==> config.mk <==
export PLATFORM = sky130hd
export DESIGN_NAME = dll_delay_ctrl
export DESIGN_NICKNAME = d
export VERILOG_FILES = /design/src/rtl/dll_ctrl_pkg.sv /design/src/rtl/dll_code_counter.sv /design/src/rtl/dll_offset_unit.sv /design/src/rtl/dll_lock_detect.sv /design/src/rtl/dll_delay_ctrl.sv
export SDC_FILE = /design/constraint.sdc
export NUM_CORES = 1
export LEC_CHECK = 0
export BUFFER_PORTS_ARGS = -buffer_cell sky130_fd_sc_hd__buf_4
export CORE_MARGIN = 8
export CORE_UTILIZATION = 46
export CTS_CLUSTER_DIAMETER = 100
export DETAILED_ROUTE_END_ITERATION = 10
export HOLD_SLACK_MARGIN = 0.12
export PLACE_DENSITY = 0.69
export SYNTH_ARGS = -nofsm -noshare
export SYNTH_HDL_FRONTEND = slang
export SYNTH_SLANG_ARGS = --single-unit
==> constraint.sdc <==
create_clock -name clk -period 2.42 [get_ports clk]
set_clock_uncertainty 0.15 [all_clocks]
set_input_delay 0.242 -clock clk [delete_from_list [all_inputs] [get_ports clk]]
set_output_delay 0.242 -clock clk [all_outputs]
set_load 0.02 [all_outputs]
==> src/rtl/dll_ctrl_pkg.sv <==
package dll_ctrl_pkg;
  typedef enum logic {DIR_DN = 1'b0, DIR_UP = 1'b1} dir_e;
endpackage

==> src/rtl/dll_code_counter.sv <==
module dll_code_counter #(
  parameter int W        = 6,
  parameter int RST_CODE = 32
) (
  input  logic         clk,
  input  logic         rst,
  input  logic         step_en,
  input  logic         step_up,
  output logic [W-1:0] code
);
  localparam logic [W-1:0] MAXC  = {W{1'b1}};
  localparam logic [W-1:0] INITC = W'(RST_CODE);

  always_ff @(posedge clk) begin
    if (rst) begin
      code <= INITC;
    end else if (step_en) begin
      if (step_up == dll_ctrl_pkg::DIR_UP) begin
        if (code != MAXC) code <= code + 1'b1;
      end else begin
        if (code != '0) code <= code - 1'b1;
      end
    end
  end


  hold_chk: assert property (@(posedge clk) disable iff (rst)
    !step_en |=> $stable(code));

  step_one_chk: assert property (@(posedge clk) disable iff (rst)
    step_en |=> (code == $past(code)) || (code == $past(code) + 1'b1) ||
                (code == $past(code) - 1'b1));

  no_wrap_hi_chk: assert property (@(posedge clk) disable iff (rst)
    (step_en && step_up && code == MAXC) |=> code == MAXC);

  no_wrap_lo_chk: assert property (@(posedge clk) disable iff (rst)
    (step_en && !step_up && code == '0) |=> code == '0);
endmodule

==> src/rtl/dll_offset_unit.sv <==
module dll_offset_unit #(
  parameter int W = 6
) (
  input  logic         clk,
  input  logic         rst,
  input  logic [W-1:0] code,
  input  logic [W-1:0] ofs_val,
  input  logic         ofs_sub,
  input  logic         force_zero,
  output logic [W-1:0] ofs_code
);
  localparam logic [W-1:0] MAXC = {W{1'b1}};

  logic [W:0]   sum;
  logic [W-1:0] res;

  always_comb begin
    sum = {1'b0, code} + {1'b0, ofs_val};
    if (ofs_sub) begin
      res = (ofs_val > code) ? '0 : (code - ofs_val);
    end else begin
      res = sum[W] ? MAXC : sum[W-1:0];
    end
  end

  always_ff @(posedge clk) begin
    if (rst)             ofs_code <= '0;
    else if (force_zero) ofs_code <= '0;
    else                 ofs_code <= res;
  end


  zero_chk: assert property (@(posedge clk) disable iff (rst)
    force_zero |=> ofs_code == '0);

  add_order_chk: assert property (@(posedge clk) disable iff (rst)
    (!force_zero && !ofs_sub) |=> ofs_code >= $past(code));

  sub_order_chk: assert property (@(posedge clk) disable iff (rst)
    (!force_zero && ofs_sub) |=> ofs_code <= $past(code));
endmodule

==> src/rtl/dll_lock_detect.sv <==
module dll_lock_detect #(
  parameter int ALT_N = 8,
  parameter int RUN_N = 3
) (
  input  logic clk,
  input  logic rst,
  input  logic upd,
  input  logic upd_up,
  output logic locked
);
  localparam int AW = $clog2(ALT_N + 1);
  localparam int RW = $clog2(RUN_N + 1);
  localparam logic [AW-1:0] ALT_LAST = AW'(ALT_N - 1);
  localparam logic [AW-1:0] ALT_TOP  = AW'(ALT_N);
  localparam logic [RW-1:0] RUN_LAST = RW'(RUN_N - 1);
  localparam logic [RW-1:0] RUN_TOP  = RW'(RUN_N);

  logic          have_prev;
  logic          last_up;
  logic [AW-1:0] alt_cnt;
  logic [RW-1:0] run_cnt;

  always_ff @(posedge clk) begin
    if (rst) begin
      have_prev <= 1'b0;
      last_up   <= 1'b0;
      alt_cnt   <= '0;
      run_cnt   <= '0;
      locked    <= 1'b0;
    end else if (upd) begin
      have_prev <= 1'b1;
      last_up   <= upd_up;
      if (!have_prev) begin
        alt_cnt <= '0;
        run_cnt <= RW'(1);
      end else if (upd_up != last_up) begin
        run_cnt <= RW'(1);
        if (alt_cnt != ALT_TOP) alt_cnt <= alt_cnt + 1'b1;
        if (alt_cnt >= ALT_LAST) locked <= 1'b1;
      end else begin
        alt_cnt <= '0;
        if (run_cnt != RUN_TOP) run_cnt <= run_cnt + 1'b1;
        if (run_cnt >= RUN_LAST) locked <= 1'b0;
      end
    end
  end


  lock_hold_chk: assert property (@(posedge clk) disable iff (rst)
    !upd |=> $stable(locked));

  lock_rise_chk: assert property (@(posedge clk) disable iff (rst)
    $rose(locked) |-> $past(upd) && ($past(upd_up) != $past(last_up)));

  lock_fall_chk: assert property (@(posedge clk) disable iff (rst)
    $fell(locked) |-> $past(upd) && ($past(upd_up) == $past(last_up)));
endmodule

==> src/rtl/dll_delay_ctrl.sv <==
module dll_delay_ctrl #(
  parameter int W        = 6,
  parameter int RST_CODE = 32,
  parameter int ALT_N    = 8,
  parameter int RUN_N    = 3
) (
  input  logic         clk,
  input  logic         rst,
  input  logic         cmp_en,
  input  logic         cmp_up,
  input  logic [W-1:0] ofs_val,
  input  logic         ofs_sub,
  input  logic         zero_shift,
  output logic [W-1:0] dly_code,
  output logic [W-1:0] ofs_code,
  output logic         bypass,
  output logic         locked
);
  logic upd;
  assign upd = cmp_en & ~zero_shift;

  dll_code_counter #(.W(W), .RST_CODE(RST_CODE)) u_cnt (
    .clk(clk), .rst(rst), .step_en(upd), .step_up(cmp_up), .code(dly_code)
  );

  dll_offset_unit #(.W(W)) u_ofs (
    .clk(clk), .rst(rst), .code(dly_code), .ofs_val(ofs_val),
    .ofs_sub(ofs_sub), .force_zero(zero_shift), .ofs_code(ofs_code)
  );

  dll_lock_detect #(.ALT_N(ALT_N), .RUN_N(RUN_N)) u_lock (
    .clk(clk), .rst(rst), .upd(upd), .upd_up(cmp_up), .locked(locked)
  );

  always_ff @(posedge clk) begin
    if (rst) bypass <= 1'b0;
    else     bypass <= zero_shift;
  end


  bypass_chk: assert property (@(posedge clk) disable iff (rst)
    zero_shift |=> bypass && $stable(dly_code));

  ofs_lag_chk: assert property (@(posedge clk) disable iff (rst)
    (!zero_shift && !ofs_sub && ofs_val == '0) |=> ofs_code == $past(dly_code));
endmodule

After elaboration in Yosys (flattened, before gate mapping)

Index checks and enable logic that the tools add are counted.
Widths: inputs -> output; s select.

Bitwise logic cells: 2
Eq/ne operators: 8
Mux-type cells: 15
Reductions and logical operators: 8
$lt $le $gt $ge: 3
$add $sub $neg: 6

Operator list:

| operator            | count |
|---|---|
| $mux 6              | 6 |
| $mux 4              | 3 |
| $add 6x6->7         | 1 |
| $add 6x1->6 const B | 1 |
| $gt 6x6->1          | 1 |
| $mux 2              | 3 |
| $ne 3x3->1 const B  | 2 |
| $ne 6x6->1 const B  | 1 |
| $reduce_bool 6->1   | 1 |
| $sub 6x1->6 const B | 1 |
| $sub 6x6->6         | 1 |
| $add 4x1->4 const B | 1 |
| $ge 4x3->1 const B  | 1 |
| $ne 2x2->1 const B  | 2 |
| $ne 4x4->1 const B  | 1 |
| $reduce_and 2->1    | 2 |
| $reduce_and 4->1    | 1 |
| $reduce_bool 2->1   | 2 |
| $mux 1              | 3 |
| $reduce_and 3->1    | 1 |
| $add 2x1->2 const B | 1 |
| $ge 2x2->1 const B  | 1 |
| $ne 2x1->1 const B  | 1 |
| $reduce_or 2->1     | 1 |
| other kinds (3)     | 3 |

Input port bits: 12
Word-level logic and storage cells: 50
Flip-flop bits (word level): 22
Output and inout bits: 14

Logic depth before layout (Yosys ltp)

Gate-level depths: netlist (run 1).

Depth in word-level cells: 4
Gate-level depth with buffers: 9
Gate-level depth less buffers: 9

By module

Synthesis (run 1) repeated with hierarchy kept, for this count alone.

Cell total of the unflattened synthesis: 210
Area, all modules: 1841.8 um2

By module, submodules not included:

| module           | instances | sequential area each (um2) | area an instance (um2) | cells each |
|---|---|---|---|---|
| dll_offset_unit  | 1         | 120.1                      | 760.7                  | 94 |
| dll_lock_detect  | 1         | 180.2                      | 579.3                  | 61 |
| dll_code_counter | 1         | 120.1                      | 466.7                  | 52 |
| dll_delay_ctrl   | 1         | 20.0                       | 35.0                   | 3 |

Least setup slack after synthesis (run 1)

Ideal clock, no wire load.

Kind: reg-to-reg
Start point: register u_cnt.code[0]
End point: register u_ofs.ofs_code[3]
Buffers on the path: 0
Cell stages (with the launch flop): 10
Data required time: 2.156 ns
Path slack: 0.087 ns
Library setup time: 0.114 ns
Arrival: 2.069 ns
Period minus slack after synthesis: 2.333 ns
Path through: dfxtp_1 -> inv_1 -> ha_1 -> inv_1 -> fa_1 -> a211oi_2 -> o21ai_1 -> o2111a_2 -> a221o_1 -> a21o_1

Cells in the longest elaborated chain, start to end: 3
Elaborated cells on any way between the ends: 6
Those cells by class: 2 x add/sub; 1 x order compare; 3 x mux

RTL lines:

| item                                | line                                         | text |
|---|---|---|
| start, declared                     | dll_code_counter.sv:9                        | `output logic [W-1:0] code` |
| start signal, assigned              | dll_code_counter.sv:19                       | `if (code != MAXC) code <= code + 1'b1;` |
| start signal, assigned              | dll_code_counter.sv:21                       | `if (code != '0) code <= code - 1'b1;` |
| $add 6x6->7 (tied with other cells) | dll_offset_unit.sv:18                        | `sum = {1'b0, code} + {1'b0, ofs_val};` |
| $mux 6, on equally long branches    | dll_offset_unit.sv:22, dll_offset_unit.sv:20 |  |
| $mux 6 (*)                          | dll_offset_unit.sv:19                        | `if (ofs_sub) begin` |
| end signal, assigned                | dll_offset_unit.sv:29                        | `else ofs_code <= res;` |
| end, declared                       | dll_offset_unit.sv:10                        | `output logic [W-1:0] ofs_code` |

Mark *: on every way between the ends. The rest lies on a longest branch, timed or not.
A chain may end at the register's enable or synchronous reset.

Final worst setup path (run 1)

Same ends and word-level chain as after synthesis.

==> impl_metrics.tcl, run 1 <==
set metrics [dict create \
    setup_viol 0 \
    setup_ws_ns 0.145 \
    rrSetupSlack_ns 0.15 \
    power.density_nw_per_um2 509 \
    outcome "complete, no violations" \
    hpwl_um 2980 \
    die_area_sq_um 5700 \
    critPathKind "flop to flop" \
    drive_above_1_share_pct 18.0 \
    antenna_cells 0 \
    wl_um 3780 \
    whs_path_depth 4 \
    required_ns 2.50 \
    yosysTopAreaCell "dfxtp_1" \
    end_kind "flop" \
    finalNetCount 264 \
    report.final.slew_viol_count 0 \
    drt_iter0_drc 84 \
    cts-resized-gates 0 \
    n_fill_cell 345 \
    syn_area_sq_um 1630 \
    htreeDepth 1 \
    rr_worst_depth 9 \
    min_period_over_period_pct 94.0 \
    netlist_instances 194 \
    ir_worst_vdd_mv 0.250 \
    reg2reg_from "u_cnt.code[0]$_SDFFE_PP0P_" \
    cts_tree "done" \
    grt_pass1_vias 1468 \
    vias_per_cell 5.56 \
    async_reset_ff_share_pct 0 \
    synth_fp_nets 229 \
    wl_per_cell_um 13.8 \
    die_h_um 75.5 \
    ys_seq_area_share_pct 27.0 \
    vias 1523 \
    reg2reg_to "u_ofs.ofs_code[3]$_SDFF_PP0_" \
    ys_types 48 \
    hp-class "primary input to flop" \
    design_area_sq_um 1990 \
    io_pins 26 \
    timing.fmax_mhz 440 \
    start_util_pct 48.4 \
    yosys_warnings 0 \
    cts_buffers 3 \
    slew_headroom_pct 69.5 \
    place.gp.congestion 0.872 \
    max_cap_violations 0 \
    synth_ff_type "dfxtp_1" \
    worst_pin_slew_ns 0.454 \
    rsz0062_at_grt "false" \
    drc 0 \
    synthToLayoutAreaGrowth_pct 21.9 \
    dpl-instance-area_sq_um 1880 \
    core-area_sq_um 3360 \
    period_needed_ns 2.27 \
    critPathCapture "u_ofs.ofs_code[3]$_SDFF_PP0_" \
    grt_max_degree 18 \
    syn_avg_cell_area_sq_um 8.40 \
    yosysTopAreaCellShare_pct 27.0 \
    clk_pin_slew_ns 0.14 \
    overflow 0 \
    crit_start "u_cnt.code[0]$_SDFFE_PP0P_" \
    grt.total_usage_pct 13.8 \
    num_rows 21 \
    p_leak_nw 0.891 \
    clockBufferDepth 2 \
    finalSetupTns_ns 0 \
    port_buffers 25 \
    clk-insertion-delay-late_ns 0.32 \
    dr.pass1.iters 4 \
    synth_seq_cells 22 \
    clock_sinks 22 \
    cts_root_buf "clkbuf_4" \
    dp_slack_ns 0.172 \
    cp-start-kind "flop" \
    die_w_um 75.5 \
    synthTopCellsByArea "dfxtp_1 27%, ha_1 15%, a21oi_1 5.2%, inv_1 3.9%, fa_1 3.7%" \
    antenna_left 0 \
    crit_fanout 4 \
    antenna_found_initial 0 \
    grt_pass1_wl_um 6310 \
    finalHoldViolations 0 \
    synth_enable_flop_cells 0 \
    arrival_ns 2.36 \
]
-- per-stage QoR --
step	total power, mW	hold slack (ns)	instances	utilization (%)
6_report	1.01	0.251	274	59.0
5_1_grt	1.06	0.253	274	59.0
4_1_cts	1.01	0.247	274	59.0
3_5_place_dp	0.715	0.328	265	56.0
3_3_place_gp	0.706	0.321	265	56.0
2_1_floorplan	0.620	0.220	194	-
-- worst min path at each step --
stage / startpoint / end / slack [ns]
after global placement: u_lock.locked$_SDFFE_PP0P_ / u_lock.locked$_SDFFE_PP0P_ / 0.32
after global routing: ofs_val[0] / u_ofs.ofs_code[0]$_SDFF_PP0_ / 0.25
after CTS: ofs_val[0] / u_ofs.ofs_code[0]$_SDFF_PP0_ / 0.25
final: ofs_val[0] / u_ofs.ofs_code[0]$_SDFF_PP0_ / 0.25
after floorplan: zero_shift / bypass$_SDFF_PP0_ / 0.22
after detailed placement: u_lock.locked$_SDFFE_PP0P_ / u_lock.locked$_SDFFE_PP0P_ / 0.33
-- registers in the layout, indices dropped and copies added (netlist names) --
register,count
u_lock.have_prev,1
bypass,1
u_lock.locked,1
u_lock.last_up,1
u_ofs.ofs_code,6
u_lock.alt_cnt,4
u_lock.run_cnt,2
u_cnt.code,6
-- synth_stat cells (2+ instances only) --
| cell | instances |
|---|---|
| inv_1 | 17 |
| a211oi_1 | 3 |
| nor3_1 | 7 |
| nand2b_1 | 3 |
| clkbuf_1 | 2 |
| nand2_1 | 14 |
| nand4_1 | 2 |
| a21oi_1 | 17 |
| mux2i_1 | 2 |
| fa_1 | 3 |
| nand3b_1 | 2 |
| xor2_1 | 2 |
| nor2_1 | 16 |
| and2_1 | 2 |
| a211o_1 | 2 |
| a21o_1 | 5 |
| o21bai_1 | 3 |
| nor4b_1 | 2 |
| o211ai_1 | 4 |
| dfxtp_1 | 22 |
| or3_1 | 2 |
| ha_1 | 20 |
| nand3_1 | 3 |
| xnor2_1 | 6 |
| o21ai_0 | 7 |
| nor2b_1 | 4 |
-- routing by layer --
metal / vias up / global-route usage [%] / routed length (um)
met5: - / 0 / 0
met3: 10 / 2.50 / 210
met2: 48 / 24.4 / 1780
met1: 705 / 16.6 / 1740
li1: 760 / - / -
met4: 0 / 3.62 / 54
-- critical path, stage by stage, from the launching register on --
cell and delay (ns):
dfxtp_1 0.33, inv_1 0.07, ha_1 0.16, inv_1 0.05
fa_1 0.43, a211oi_2 0.24, o21ai_1 0.12, o2111a_2 0.17
a221o_1 0.31, a21o_1 0.15
-- where the power goes --
part | switching [mW] | internal, mW
clock | 0.127 | 0.167
sequential | 0.0157 | 0.385
combinational | 0.173 | 0.143
-- cells in the final DEF, fill, tap and decap left out, drive strengths merged, types with 3 or more instances in the layout --
cell type	n
clkbuf	3
xnor2	6
fa	3
a21o	6
buf	30
inv	17
a211oi	4
nand3	3
nor3	7
nand2	14
nor2b	4
nand2b	3
a21oi	18
ha	20
nor2	16
o211ai	4
dlygate4sd3	5
o21bai	3
dfxtp	22
o21ai	9
-- layout make-up --
| type | count | area (sq um) | share of cell area [%] |
|---|---|---|---|
| Multi-Input combinational cell | 150 | 1100 | 55.2 |
| Inverter | 17 | 63.8 | 3.21 |
| Clock buffer | 3 | 22.5 | 1.13 |
| Timing Repair Buffer | 35 | 275 | 13.9 |
| Clock inverter | 1 | 30.0 | 1.51 |
| Sequential cell | 22 | 440 | 22.2 |
| Tap cell | 46 | 57.6 | 2.90 |
-- what timing repair did --
action / in CTS / in global routing
buffers inserted: 0 / 0
hold buffers: 5 / 0
endpoints found under the setup margin: 0 / 0
endpoints found under the hold margin: 13 / 0
-- cell families (layout without fill, tap and decap cells) --
logic type | after synthesis | count (layout) | synth area share [%]
compound gates | 58 | 58 | 25.0
buf+inv | 22 | 56 | 5.68
simple gates | 59 | 59 | 17.7
flops | 22 | 22 | 27.0
mux | 2 | 2 | 1.23
xor+xnor | 8 | 8 | 4.30
fa+ha+maj | 23 | 23 | 19.0
No activity file was read; power rests on OpenSTA's default activity.
==> inputs of run 2 (changes only) <==
CORE_UTILIZATION = 55   (was 46)
PLACE_DENSITY = 0.8   (was 0.69)
==> impl_metrics.tcl, run 2 (synthesis results as in run 1) <==
set metrics [dict create \
    vias 1560 \
    drive_above_1_share_pct 17.8 \
    finalSetupTns_ns 0 \
    mostFrequentLayoutCell "buf_4" \
    report.final.slew_viol_count 0 \
    hp-class "primary input to flop" \
    start_util_pct 58.6 \
    outcome "complete, no violations" \
    place_inst 248 \
    antenna_left 0 \
    antenna_found_initial 0 \
    hpwl_um 2990 \
    wl_per_cell_um 15.6 \
    grt_pass1_vias 1513 \
    power.density_nw_per_um2 521 \
    grt_pass1_wl_um 6640 \
    min_period_over_period_pct 95.3 \
    cts_root_buf "clkbuf_4" \
    period_needed_ns 2.31 \
    finalHoldViolations 0 \
    cts_tree "done" \
    drc 0 \
    required_ns 2.51 \
    io_pins 26 \
    arrival_ns 2.40 \
    end_kind "flop" \
    clk-insertion-delay-late_ns 0.32 \
    power_mw 1.01 \
    overflow 0 \
    place.gp.congestion 0.940 \
    finalNetCount 261 \
    p_leak_nw 0.876 \
    worst_pin_slew_ns 0.522 \
    drt_iter0_drc 104 \
    die_w_um 70.4 \
    core-area_sq_um 2780 \
    clk_pin_slew_ns 0.14 \
    wl_um 4000 \
    rsz0062_at_grt "false" \
    fin_util_pct 69.9 \
    die_h_um 70.4 \
    post_cts.repair.setup_buffers 0 \
    final_cell_mix "28 x buf_4, 22 x dfxtp_1, 20 x ha_1" \
    grt_max_degree 18 \
    synthToLayoutAreaGrowth_pct 19.4 \
    whs_path_depth 3 \
    clock_sinks 22 \
    die_area_sq_um 4960 \
    cp-start-kind "flop" \
    vias_per_cell 6.09 \
    dr.pass1.iters 4 \
    ir_worst_vdd_mv 0.612 \
    clockBufferDepth 2 \
    critPathKind "flop to flop" \
    fin_cells 256 \
    slew_headroom_pct 65.0 \
    cts_buffers 3 \
    timing.fmax_mhz 434 \
    rr_worst_depth 9 \
    dp_slack_ns 0.138 \
    port_buffers 25 \
    antenna_cells 0 \
    grt.total_usage_pct 15.5 \
    setup_viol 0 \
    reg.largest.list "u_cnt.code: 6 flops, u_ofs.ofs_code: 6 flops, u_lock.alt_cnt: 4 flops" \
    crit_fanout 4 \
    num_rows 19 \
    setup_ws_ns 0.114 \
    htreeDepth 1 \
    max_cap_violations 0 \
]
-- run 2: final cells by class --
class,instances,area [sq um]
multi-input cells,150,1100
fillers,218,837
flip-flops and latches,22,440
repair buffers,32,250
inverters,17,63.8
well taps,31,38.8
clock inverters,1,30.0
clock buffers,3,22.5
-- run 2: per-layer routing --
metal / track usage [%] / vias up / routed length (um)
li1: - / 757 / -
met1: 17.7 / 720 / 1690
met2: 27.2 / 72 / 1960
met3: 3.81 / 11 / 274
met4: 5.58 / 0 / 70
met5: 0 / - / 0
-- run 2: path summary, 6_finish.rpt --
path | slack [ns] | startpoint | end
min reg2reg | 0.35 | u_lock.locked$_SDFFE_PP0P_ | u_lock.locked$_SDFFE_PP0P_
min | 0.15 | ofs_sub | u_ofs.ofs_code[0]$_SDFF_PP0_
max reg2reg | 0.11 | u_cnt.code[0]$_SDFFE_PP0P_ | u_ofs.ofs_code[3]$_SDFF_PP0_
max | 0.11 | u_cnt.code[0]$_SDFFE_PP0P_ | u_ofs.ofs_code[3]$_SDFF_PP0_
-- run 2: power by group --
| group | internal, mW | total (mW) | switching (mW) | leakage (nW) |
|---|---|---|---|---|
| Clock | 0.167 | 0.295 | 0.127 | 0.0279 |
| Combinational | 0.139 | 0.312 | 0.174 | 0.668 |
| Sequential | 0.385 | 0.405 | 0.0198 | 0.180 |
-- run 2: stage by stage --
step / instance area, sq um / hold slack (ns)
finish: 1940 / 0.147
CTS: 1940 / 0.140
global placement: 1850 / 0.317
floorplan: 1630 / 0.220
global route: 1940 / 0.147
detailed placement: 1850 / 0.330
-- run 2: timing repair --
| action | CTS | global route |
|---|---|---|
| setup endpoints to repair | 0 | 2 |
| resized for setup | 0 | 1 |
| hold buffers | 4 | 0 |
| endpoints found under the hold margin | 14 | 0 |
-- run 2: critical path, cell delays in order, from the launching register on --
cell and delay [ns]:
dfxtp_1 0.33, inv_1 0.07, ha_1 0.16, inv_1 0.06, fa_2 0.38, a211oi_2 0.28
o21ai_1 0.15, o2111a_2 0.18, a221o_1 0.31, a21o_1 0.15
==> inputs of run 3 (changes only) <==
CORE_MARGIN = 1   (was 8)
REMOVE_ABC_BUFFERS = 1   (was unset)
==> impl_metrics.tcl, run 3 (synthesis results as in run 1) <==
set metrics [dict create \
    rsz0062_at_grt "false" \
    arrival_ns 2.39 \
    finalSetupTns_ns 0 \
    num_rows 19 \
    synthToLayoutAreaGrowth_pct 21.1 \
    overflow 0 \
    setup_viol 0 \
    die_h_um 56.4 \
    start_util_pct 58.6 \
    critPathKind "flop to flop" \
    n_fill_cell 223 \
    clock_sinks 22 \
    antenna_found_initial 0 \
    drive_above_1_share_pct 18.4 \
    cts_buffers 3 \
    grt_pass1_vias 1463 \
    wl_per_cell_um 13.9 \
    dr.pass1.iters 4 \
    dp_slack_ns 0.141 \
    finalNetCount 264 \
    antenna_left 0 \
    cp_cell_sequence "inv_1, ha_1, inv_1, fa_1, a211oi_2, o21ai_1, o2111a_2, a221o_1, a21o_1" \
    vias_per_cell 5.89 \
    post_cts.repair.setup_buffers 0 \
    grt_max_degree 18 \
    mostFrequentLayoutCell "buf_4" \
    grt.total_usage_pct 24.3 \
    p_leak_nw 0.894 \
    crit_buf_inv 2 \
    port_buffers 25 \
    critical-path-max-stage-delay_ns 0.44 \
    cts_tree "done" \
    max_cap_violations 0 \
    min_period_over_period_pct 95.3 \
    timing.fmax_mhz 434 \
    hpwl_um 2730 \
    grt_pass1_wl_um 6120 \
    crit_fanout 4 \
    finalHoldViolations 0 \
    power.density_nw_per_um2 510 \
    cp_common_cell "inv_1" \
    die_area_sq_um 3180 \
    crit_slowest_cell "fa_1" \
    hp-class "primary input to flop" \
    setup_ws_ns 0.114 \
    report.final.slew_viol_count 0 \
    ir_worst_vdd_mv 0.468 \
    core-area_sq_um 2780 \
    power_mw 1.01 \
    cts_root_buf "clkbuf_4" \
    required_ns 2.50 \
    crit_family "compound AO/OA/AOI/OAI gates" \
    clk_pin_slew_ns 0.13 \
    die_w_um 56.4 \
    outcome "complete, no violations" \
    place.gp.congestion 0.851 \
    cp-start-kind "flop" \
    end_kind "flop" \
    antenna_cells 0 \
    clk-insertion-delay-late_ns 0.32 \
    clockBufferDepth 2 \
    worst_pin_slew_ns 0.488 \
    slew_headroom_pct 67.2 \
    period_needed_ns 2.31 \
    vias 1525 \
    design_area_sq_um 1970 \
    final_cell_mix "30 x buf_4, 22 x dfxtp_1, 20 x ha_1" \
    dpl-instance-area_sq_um 1860 \
    drt_iter0_drc 54 \
    reg.largest.list "u_cnt.code: 6 flops, u_ofs.ofs_code: 6 flops, u_lock.alt_cnt: 4 flops" \
    hold-worst-slack_ns 0.264 \
    io_pins 26 \
    wl_um 3600 \
    drc 0 \
    htreeDepth 1 \
]
run 3: cell count changes in the layout (fill, tap and decap cells not counted):
| cell | previous run | this run |
|---|---|---|
| dlygate4sd3_1 | 4 | 5 |
| fa_1 | 2 | 3 |
| nor4b_1 | 2 | 1 |
| nor4b_2 | 0 | 1 |
| fa_2 | 1 | 0 |
| buf_4 | 28 | 30 |
run 3: final cells by class:
cell class              instances  area (sq um)  share of cell area [%]
inverters                      17          63.8                    3.23
clock buffers                   3          22.5                    1.14
well taps                      31          38.8                    1.97
repair buffers                 35           275                    14.0
flip-flops and latches         22           440                    22.3
multi-input cells             150          1100                    55.9
clock inverters                 1          30.0                    1.52
run 3: final timing paths:
check / startpoint / endpoint / slack, ns / cells past startpoint
min: ofs_val[1] / u_ofs.ofs_code[1]$_SDFF_PP0_ / 0.26 / 4
max reg2reg: u_cnt.code[0]$_SDFFE_PP0P_ / u_ofs.ofs_code[3]$_SDFF_PP0_ / 0.11 / 9
max: u_cnt.code[0]$_SDFFE_PP0P_ / u_ofs.ofs_code[3]$_SDFF_PP0_ / 0.11 / 9
min reg2reg: u_lock.locked$_SDFFE_PP0P_ / u_lock.locked$_SDFFE_PP0P_ / 0.37 / 2
run 3: what timing repair did:
item,4_1_cts,5_1_grt
endpoints found under the setup margin,0,1
hold buffers,5,0
endpoints found under the hold margin,13,0
resized for setup,0,1
run 3: per-stage QoR:
step                      std cells  util (%)
after floorplan                 189         -
after global placement          250      67.0
after detailed placement        250      67.0
after CTS                       259      70.7
after global routing            259      70.9
final                           259      70.9
run 3: metal layers:
layer	share of wire [%]	vias up	global-route usage, %
li1	-	759	-
met1	45	712	29.5
met2	49	46	42.4
met3	3.7	8	2.76
met4	2.0	0	11.8
met5	0	-	0
run 3: power by group:
part / internal, mW / switching, mW
sequential: 0.385 / 0.0154
clock: 0.168 / 0.124
combinational: 0.143 / 0.171
run 3: worst reg2reg max path, stage by stage (launching register included):
cell,delay [ns]
dfxtp_1,0.33
inv_1,0.07
ha_1,0.16
inv_1,0.05
fa_1,0.44
a211oi_2,0.24
o21ai_1,0.12
o2111a_2,0.17
a221o_1,0.33
a21o_1,0.16
